## config.mk

```make
export PLATFORM = sky130hd
export DESIGN_NAME = sem_bank
export DESIGN_NICKNAME = d
export VERILOG_FILES = /design/src/rtl/sem_pkg.sv /design/src/rtl/sem_port_dec.sv /design/src/rtl/sem_cell.sv /design/src/rtl/sem_bank.sv
export SDC_FILE = /design/constraint.sdc
export NUM_CORES = 1
export LEC_CHECK = 0
export ABC_AREA = 1
export BUFFER_PORTS_ARGS = -buffer_cell sky130_fd_sc_hd__buf_4
export CORE_MARGIN = 1
export CORE_UTILIZATION = 30
export CTS_BUF_LIST = sky130_fd_sc_hd__clkbuf_8 sky130_fd_sc_hd__clkbuf_16
export CTS_CLUSTER_DIAMETER = 200
export DETAILED_ROUTE_END_ITERATION = 7
export GPL_TIMING_DRIVEN = 0
export PLACE_DENSITY_LB_ADDON = 0.12
export SLEW_MARGIN = 20
export SYNTH_ARGS = -nofsm -noshare
export SYNTH_HDL_FRONTEND = slang
export SYNTH_SLANG_ARGS = --single-unit
```

## constraint.sdc

```tcl
create_clock -name clk_i -period 1.69 [get_ports clk_i]
set_clock_uncertainty 0.2 [all_clocks]
set_input_delay 0.169 -clock clk_i [delete_from_list [all_inputs] [get_ports clk_i]]
set_output_delay 0.169 -clock clk_i [all_outputs]
set_load 0.01 [all_outputs]
```

## src/rtl/sem_pkg.sv

```systemverilog
package sem_pkg;
  typedef enum logic [1:0] {
    OWN_NONE  = 2'd0,
    OWN_LEFT  = 2'd1,
    OWN_RIGHT = 2'd2
  } owner_e;
endpackage

```

## src/rtl/sem_port_dec.sv

```systemverilog
module sem_port_dec #(
  parameter int NUM_SEM = 8,
  parameter int IDX_W   = $clog2(NUM_SEM)
) (
  input  logic               sel_i,
  input  logic [IDX_W-1:0]   idx_i,
  input  logic               wr_i,
  input  logic               wdata_i,
  output logic [NUM_SEM-1:0] req_o,
  output logic [NUM_SEM-1:0] rel_o
);
  logic wr_act;
  assign wr_act = sel_i & wr_i;

  for (genvar g = 0; g < NUM_SEM; g++) begin : g_dec
    logic hit;
    assign hit      = (idx_i == IDX_W'(g));
    assign req_o[g] = wr_act & hit & ~wdata_i;
    assign rel_o[g] = wr_act & hit &  wdata_i;
  end
endmodule

```

## src/rtl/sem_cell.sv

```systemverilog
module sem_cell
  import sem_pkg::*;
(
  input  logic   clk_i,
  input  logic   rst_ni,
  input  logic   req_l_i,
  input  logic   rel_l_i,
  input  logic   req_r_i,
  input  logic   rel_r_i,
  output owner_e owner_o
);
  owner_e owner_q, owner_d;
  logic   pend_l_q, pend_r_q, pend_l_d, pend_r_d;
  logic   own_l, own_r, rel_l_ok, rel_r_ok, want_l, want_r, avail;

  assign own_l    = (owner_q == OWN_LEFT);
  assign own_r    = (owner_q == OWN_RIGHT);
  // release counts only from the owner
  assign rel_l_ok = rel_l_i & own_l;
  assign rel_r_ok = rel_r_i & own_r;
  // owner's own re-request is a no-op
  assign want_l   = pend_l_q | (req_l_i & ~own_l);
  assign want_r   = pend_r_q | (req_r_i & ~own_r);
  assign avail    = (owner_q == OWN_NONE) | rel_l_ok | rel_r_ok;

  always_comb begin
    owner_d  = owner_q;
    pend_l_d = want_l;
    pend_r_d = want_r;
    if (avail) begin
      if (want_l) begin
        owner_d  = OWN_LEFT;
        pend_l_d = 1'b0;
      end else if (want_r) begin
        owner_d  = OWN_RIGHT;
        pend_r_d = 1'b0;
      end else begin
        owner_d  = OWN_NONE;
      end
    end
  end

  always_ff @(posedge clk_i or negedge rst_ni) begin
    if (!rst_ni) begin
      owner_q  <= OWN_NONE;
      pend_l_q <= 1'b0;
      pend_r_q <= 1'b0;
    end else begin
      owner_q  <= owner_d;
      pend_l_q <= pend_l_d;
      pend_r_q <= pend_r_d;
    end
  end

  assign owner_o = owner_q;


  no_orphan_pend_chk: assert property (@(posedge clk_i) disable iff (!rst_ni)
    (owner_q == OWN_NONE) |-> (!pend_l_q && !pend_r_q));

  free_grant_chk: assert property (@(posedge clk_i) disable iff (!rst_ni)
    (owner_q == OWN_NONE && req_l_i) |=> (owner_q == OWN_LEFT));

  foreign_rel_chk: assert property (@(posedge clk_i) disable iff (!rst_ni)
    (owner_q == OWN_RIGHT && rel_l_i && !rel_r_i) |=> (owner_q == OWN_RIGHT));

  tie_left_chk: assert property (@(posedge clk_i) disable iff (!rst_ni)
    (owner_q == OWN_NONE && req_l_i && req_r_i) |=> (owner_q == OWN_LEFT && pend_r_q));

  handoff_chk: assert property (@(posedge clk_i) disable iff (!rst_ni)
    (owner_q == OWN_LEFT && rel_l_i && pend_r_q) |=> (owner_q == OWN_RIGHT && !pend_r_q));
endmodule

```

## src/rtl/sem_bank.sv

```systemverilog
module sem_bank
  import sem_pkg::*;
#(
  parameter int NUM_SEM = 8,
  parameter int IDX_W   = $clog2(NUM_SEM)
) (
  input  logic             clk_i,
  input  logic             rst_ni,
  input  logic             sel_l_i,
  input  logic [IDX_W-1:0] idx_l_i,
  input  logic             wr_l_i,
  input  logic             wdata_l_i,
  input  logic             rd_l_i,
  output logic             rdata_l_o,
  input  logic             sel_r_i,
  input  logic [IDX_W-1:0] idx_r_i,
  input  logic             wr_r_i,
  input  logic             wdata_r_i,
  input  logic             rd_r_i,
  output logic             rdata_r_o
);
  logic [NUM_SEM-1:0] req_l, rel_l, req_r, rel_r;
  owner_e             owner [NUM_SEM];
  logic               view_l, view_r, rdata_l_q, rdata_r_q;

  sem_port_dec #(.NUM_SEM(NUM_SEM), .IDX_W(IDX_W)) u_dec_l (
    .sel_i(sel_l_i), .idx_i(idx_l_i), .wr_i(wr_l_i), .wdata_i(wdata_l_i),
    .req_o(req_l), .rel_o(rel_l)
  );
  sem_port_dec #(.NUM_SEM(NUM_SEM), .IDX_W(IDX_W)) u_dec_r (
    .sel_i(sel_r_i), .idx_i(idx_r_i), .wr_i(wr_r_i), .wdata_i(wdata_r_i),
    .req_o(req_r), .rel_o(rel_r)
  );

  for (genvar g = 0; g < NUM_SEM; g++) begin : g_cell
    sem_cell u_cell (
      .clk_i(clk_i), .rst_ni(rst_ni),
      .req_l_i(req_l[g]), .rel_l_i(rel_l[g]),
      .req_r_i(req_r[g]), .rel_r_i(rel_r[g]),
      .owner_o(owner[g])
    );
  end

  // 0 = owned by the reading port
  assign view_l = (owner[idx_l_i] != OWN_LEFT);
  assign view_r = (owner[idx_r_i] != OWN_RIGHT);

  always_ff @(posedge clk_i or negedge rst_ni) begin
    if (!rst_ni) begin
      rdata_l_q <= 1'b1;
      rdata_r_q <= 1'b1;
    end else begin
      if (sel_l_i && rd_l_i) rdata_l_q <= view_l;
      if (sel_r_i && rd_r_i) rdata_r_q <= view_r;
    end
  end

  assign rdata_l_o = rdata_l_q;
  assign rdata_r_o = rdata_r_q;


  rd_hold_l_chk: assert property (@(posedge clk_i) disable iff (!rst_ni)
    !(sel_l_i && rd_l_i) |=> $stable(rdata_l_o));

  rd_hold_r_chk: assert property (@(posedge clk_i) disable iff (!rst_ni)
    !(sel_r_i && rd_r_i) |=> $stable(rdata_r_o));

  no_double_own_chk: assert property (@(posedge clk_i) disable iff (!rst_ni)
    (sel_l_i && rd_l_i && sel_r_i && rd_r_i && idx_l_i == idx_r_i)
      |=> (rdata_l_o || rdata_r_o));
endmodule

```

### Word-level counts from Yosys, hierarchy flattened

Index checks and enable logic that the tools add are counted.
Widths: inputs -> output; s select.

* bits in registers: 34
* output and inout bits: 2
* bits in latches: 0
* bits in read-only memories: 0
* word-level logic and storage cells: 252
* memories: 0
* RAM bits: 0

* multipliers: 0
* add/sub/neg operators: 0
* divide/modulo/power cells: 0
* bitwise operators: 134
* magnitude comparators: 2
* equality and inequality tests: 32
* multiplexer cells: 46
* shift-type cells: 0
* reduce and logical (&&, ||, !) cells: 12

Operators by type and width (number)
* $and 1x1->1: 82
* $mux 2: 20
* $or 1x1->1: 32
* $eq 3x3->1 const B: 8
* $mux 1: 24
* $not 1->1: 18
* $eq 2x1->1 const B: 8
* $eq 2x2->1 const B: 8
* $logic_not 2->1: 8
* $bmux 2 s3: 2
* $eq 3x2->1 const B: 4
* $ge 4x4->1 const B: 2
* $not 3->4: 2
* $eq 3x1->1 const B: 2
* $logic_not 3->1: 2
* $logic_and 1x1->1: 2
* $ne 2x1->1 const B: 1
* $ne 2x2->1 const B: 1

### Logic depth before layout (Yosys ltp)

* word-level depth: 7
* mapped depth: 9
* depth with buffers taken out: 9

### Hierarchy

From an unflattened synthesis, not the netlist that was laid out.

* cell total of the unflattened synthesis: 339
* area total of the unflattened synthesis: 2333.5 µm²

Modules (own cells, without submodules)
* sem_cell: area each 206.4 µm², cells an instance 24, instances 8
* sem_bank: area each 354.1 µm², cells an instance 73, instances 1
* sem_port_dec: area each 163.9 µm², cells an instance 37, instances 2

### Worst setup path before layout

Ideal clock, no wire load.

* path type: input -> register
* from: input port idx_l_i[1]
* to: register g_cell[5].u_cell.owner_q[0]
* stages: 9
* arrival: 0.883 ns
* setup slack: 0.484 ns
* required time: 1.367 ns
* library setup time: 0.123 ns
* cell sequence: buf_4 -> inv_2 -> nand2_4 -> nor2_4 -> nand2_1 -> nand2_1 -> nand2_2 -> nand2_1 -> o21ai_2

* longest elaborated chain between the ends: 6

Ends and longest elaborated chain
* start: declaration: RTL line sem_bank.sv:10 `input logic [IDX_W-1:0] idx_l_i,`
* $eq 3x3->1 (*): RTL line sem_port_dec.sv:17 `assign hit = (idx_i == IDX_W'(g));`
* $and 1x1->1 (*): RTL line sem_port_dec.sv:18, sem_port_dec.sv:19
* $and 1x1->1, on equally long branches: RTL line sem_port_dec.sv:18, sem_port_dec.sv:19
* $and 1x1->1, on equally long branches: RTL line sem_cell.sv:22, sem_cell.sv:19
* $or 1x1->1, on equally long branches: RTL line sem_cell.sv:22, sem_cell.sv:24
* $mux 2 / $or 1x1->1 (equally long branches): RTL line sem_cell.sv:31, sem_cell.sv:24
* end signal: assignment: RTL line sem_cell.sv:49 `owner_q <= owner_d;`
* end: declaration: RTL line sem_cell.sv:12 `owner_e owner_q, owner_d;`

Mark *: on every way between the ends. The rest lies on a longest branch, timed or not.
A chain may end at the register's enable or synchronous reset.

### Worst setup path in the final report

* from: input port rd_r_i
* to: register rdata_r_q (netlist: rdata_r_o)

* longest elaborated chain between the ends: 1

Ends and longest elaborated chain
* start: declaration: RTL line sem_bank.sv:19 `input logic rd_r_i,`
* $logic_and 1x1->1: RTL line sem_bank.sv:54 `if (sel_r_i && rd_r_i) rdata_r_q <= view_r;`
* end signal: assignment: RTL line sem_bank.sv:54
* end: declaration: RTL line sem_bank.sv:24 `logic view_l, view_r, rdata_l_q, rdata_r_q;`

No other way between the ends.

==> metrics.md <==
| Metric | Value |
|---|---|
| Status | finished, final reports clean |
| Layout Cells excl Fill | 427 |
| Final Core Density | 36.90% |
| Layout cells sized above 1 | 24.17% |
| Sequential element share of the synthesized area | 38.97% |
| Setup slack after placement | 0.2362 ns |
| First-pass GRT wire length | just under 9000 µm |
| Crit. path cell count | 7 |
| Total power | ~2.5 mW |
| Worst vdd ir | 420.8 µV |
| Final min period | 1.593 ns |
| Startpoint Class | input pin |
| Total number of vias | 1,968 |
| Initial Util | 31.70% |
| Fill count | 780 |
| Final HPWL DP | a little under 4000 µm |
| CTS tree | done |
| Most frequent cells in the layout | nand2_1 (122), dfrtp_1 (32), inv_1 (27) |
| Leading area contributor after synthesis | dfrtp_1 |
| Slew Limit Fails | 0 |
| Setup bufs post-CTS | 0 |
| Final layout net count | 346 |
| Final Hold Vio Count | 0 |
| Critical Path RT | 1.71 ns |
| Via/cell ratio | 4.609 |
| Storage cell area | 853.3 µm² |
| Max cap viols | 0 |
| Most used DFF post-synth | dfrtp_1 |
| Number of distinct library cells after synthesis | 26 |
| EDFF count, synth | 0 |
| Final period utilization | 94.24% |
| CTS buffer count | 5 |
| Post_cts resized | 0 |
| Gpl congestion | 0.7778 |
| Reg2reg path depth | 6 |
| CTS root buf | clkbuf_8 |
| Synth area leaders | dfrtp_1 (37%), nand2_1 (21%), inv_1 (4.5%) |
| Hold Path Class | in2reg |
| Detailed Routing Iterations Pass 1 | 4 |
| TNS Setup | 0 ns |
| Antenna violation net count after detailed routing | 0 |
| WL/cell | around 12 µm |
| Leakage | ~1.3 nW |
| Syn avg cell area | 7.179 µm² |
| Reg-to-reg slack, setup | 0.33 ns |
| Final setup fails | 0 |
| Critical Path Sink Type | register |
| Ys async rst share | 100.0% |
| Hold_buf cts | 5 |
| #FFs+latches synth | 34 |
| CTS H-Tree Depth | 2 |
| Syn_nets | 321 |
| I/O pin count | 18 |
| Crit path from | rd_r_i |
| CP max-delay cell | dlygate4sd3_1 |
| Worst Slack Setup Final | just under 0.1 ns |
| Gr usage total | 15.26% |
| Vias in the first global route | 1,888 |
| PwrDens | 989.9 nW/µm² |
| Port Buf Inserts | 13 |
| First DRT Iteration DRCs | between 90 and 100 |
| Worst reg2reg startpoint | g_cell[2].u_cell.owner_o[0] |
| Slew HR | 70.39% |
| GRT overflow | 0 |
| Max incr delay on CP | 0.56 ns |
| Die H | 87.43 µm |
| Initial antenna violation count | 0 |
| Synth warn | 0 |
| Final wirelength | 5299 µm |
| Beginning of the worst hold path | sel_l_i |
| Critical Path AT | 1.61 ns |
| Worst-path clk slew | 0.07 ns |
| Die area | 7644 µm² |
| Die W | 87.43 µm |
| Post-synthesis instance total | ~300 |
| # diodes | 0 |
| Peak Freq | about 630 MHz |
| CP cell instances | dlygate4sd3_1 > buf_4 > nand2_1 > dlygate4sd3_1 > inv_1 > o21ai_1 > nand2_1 |
| Setup CP Type | in2reg |
| Placed Cells incl. Taps | 414 |
| Crit path buf inv count | 4 |
| Worst skew pair latency | about 0.29 ns |
| Reg2reg end | g_cell[2].u_cell.owner_o[1] |
| Worst hold path cell count | 5 |
| Worst-path fanout max | 2 |
| Commonest non-fill, non-tap cell in the layout | nand2_1 |
| CP endpoint | rdata_r_o |
| Cell row count | 30 |
| DRC | 0 |
| Worst-case clock buffer depth | 2 |
| Delay-heaviest family, CP | buffers and inverters |
| Worst slew pin tran | 0.4442 ns |
| Synth top area share | 36.57% |
| Area delta synth->final | 16.40% |
| Clk sinks | 34 |
| Post-Syn Area | 2190 µm² |
| Core area | 6907 µm² |
| RSZ-0062 raised after global routing | false |
| Largest net degree at the start of global routing | 35 |
| Area of the multi-input gates | 1150 µm² |
==> worst min-delay path, cell delays in order <==
cell	delay (ns)
buf_4	0.12
nand2_1	0.07
inv_1	0.03
o21ai_0	0.06
nand2_1	0.05
==> kinds of logic (layout without fill, tap and decap cells) <==
group / after synthesis / count (layout) / share of synthesized area, %
buffers and inverters: 41 / 67 / 8.513
AND/OR/NAND/NOR: 180 / 180 / 36.91
flip-flops: 34 / 34 / 38.97
AO/OA/AOI/OAI: 50 / 50 / 15.60
==> layout make-up <==
class	instances	share of cell area, %
clock buffer	6	3.240
tap	96	4.713
multi-input combinational	230	45.12
clock inverter	2	0.3436
timing repair buffer	18	5.793
inverter	34	5.007
buffer	7	2.307
sequential	34	33.48
==> layer usage <==
metal  global-route usage (%)  share of wire (%)  up-vias
met5                        0                  0        -
met4                    5.365                1.0        0
met3                    3.033                3.2        5
met2                    25.07                 46       26
met1                    19.89                 49      914
li1                         -                  -     1023
==> stage by stage <==
stage / instance area (µm²) / hold slack, ns
after floorplan: 2190 / -0.3266
after global placement: 2407 / -0.04461
after detailed placement: 2407 / -0.04425
after CTS: 2549 / 0.01198
after global routing: 2549 / 0.07351
final: 2549 / 0.01547
==> power breakdown <==
group	total [mW]	internal [mW]	switching, mW	leakage [nW]
sequential	1.12	0.948	0.174	0.453
combinational	0.764	0.279	0.485	0.776
clock	0.636	0.323	0.313	0.0524
total	2.52	1.55	0.972	1.28
==> flip-flops by register name, summed over array words and instances (netlist names) <==
| name | count |
|---|---|
| g_cell.u_cell.owner_o | 16 |
| g_cell.u_cell.pend_r_q | 8 |
| rdata_l_o | 1 |
| g_cell.u_cell.pend_l_q | 8 |
| rdata_r_o | 1 |
==> cells in the mapped netlist (7+ instances only) <==
library cell,n
nand2_1,122
dfrtp_1,32
inv_1,26
a21oi_1,14
nor2_1,14
nand3_1,12
nand2_2,9
nor2_2,9
a31o_2,8
inv_2,8
nand4_1,8
o21ai_2,8
a21boi_1,7
==> worst min path at each step <==
stage                                        to  slack (ns)
CTS                                   rdata_l_o        0.01
detailed placement    g_cell[0].u_cell.pend_r_q       -0.04
global placement      g_cell[0].u_cell.pend_l_q       -0.04
global route                          rdata_l_o        0.07
finish                                rdata_l_o        0.02
floorplan           g_cell[0].u_cell.owner_o[0]       -0.33
Note: power is estimated with default switching activity, not from simulation.
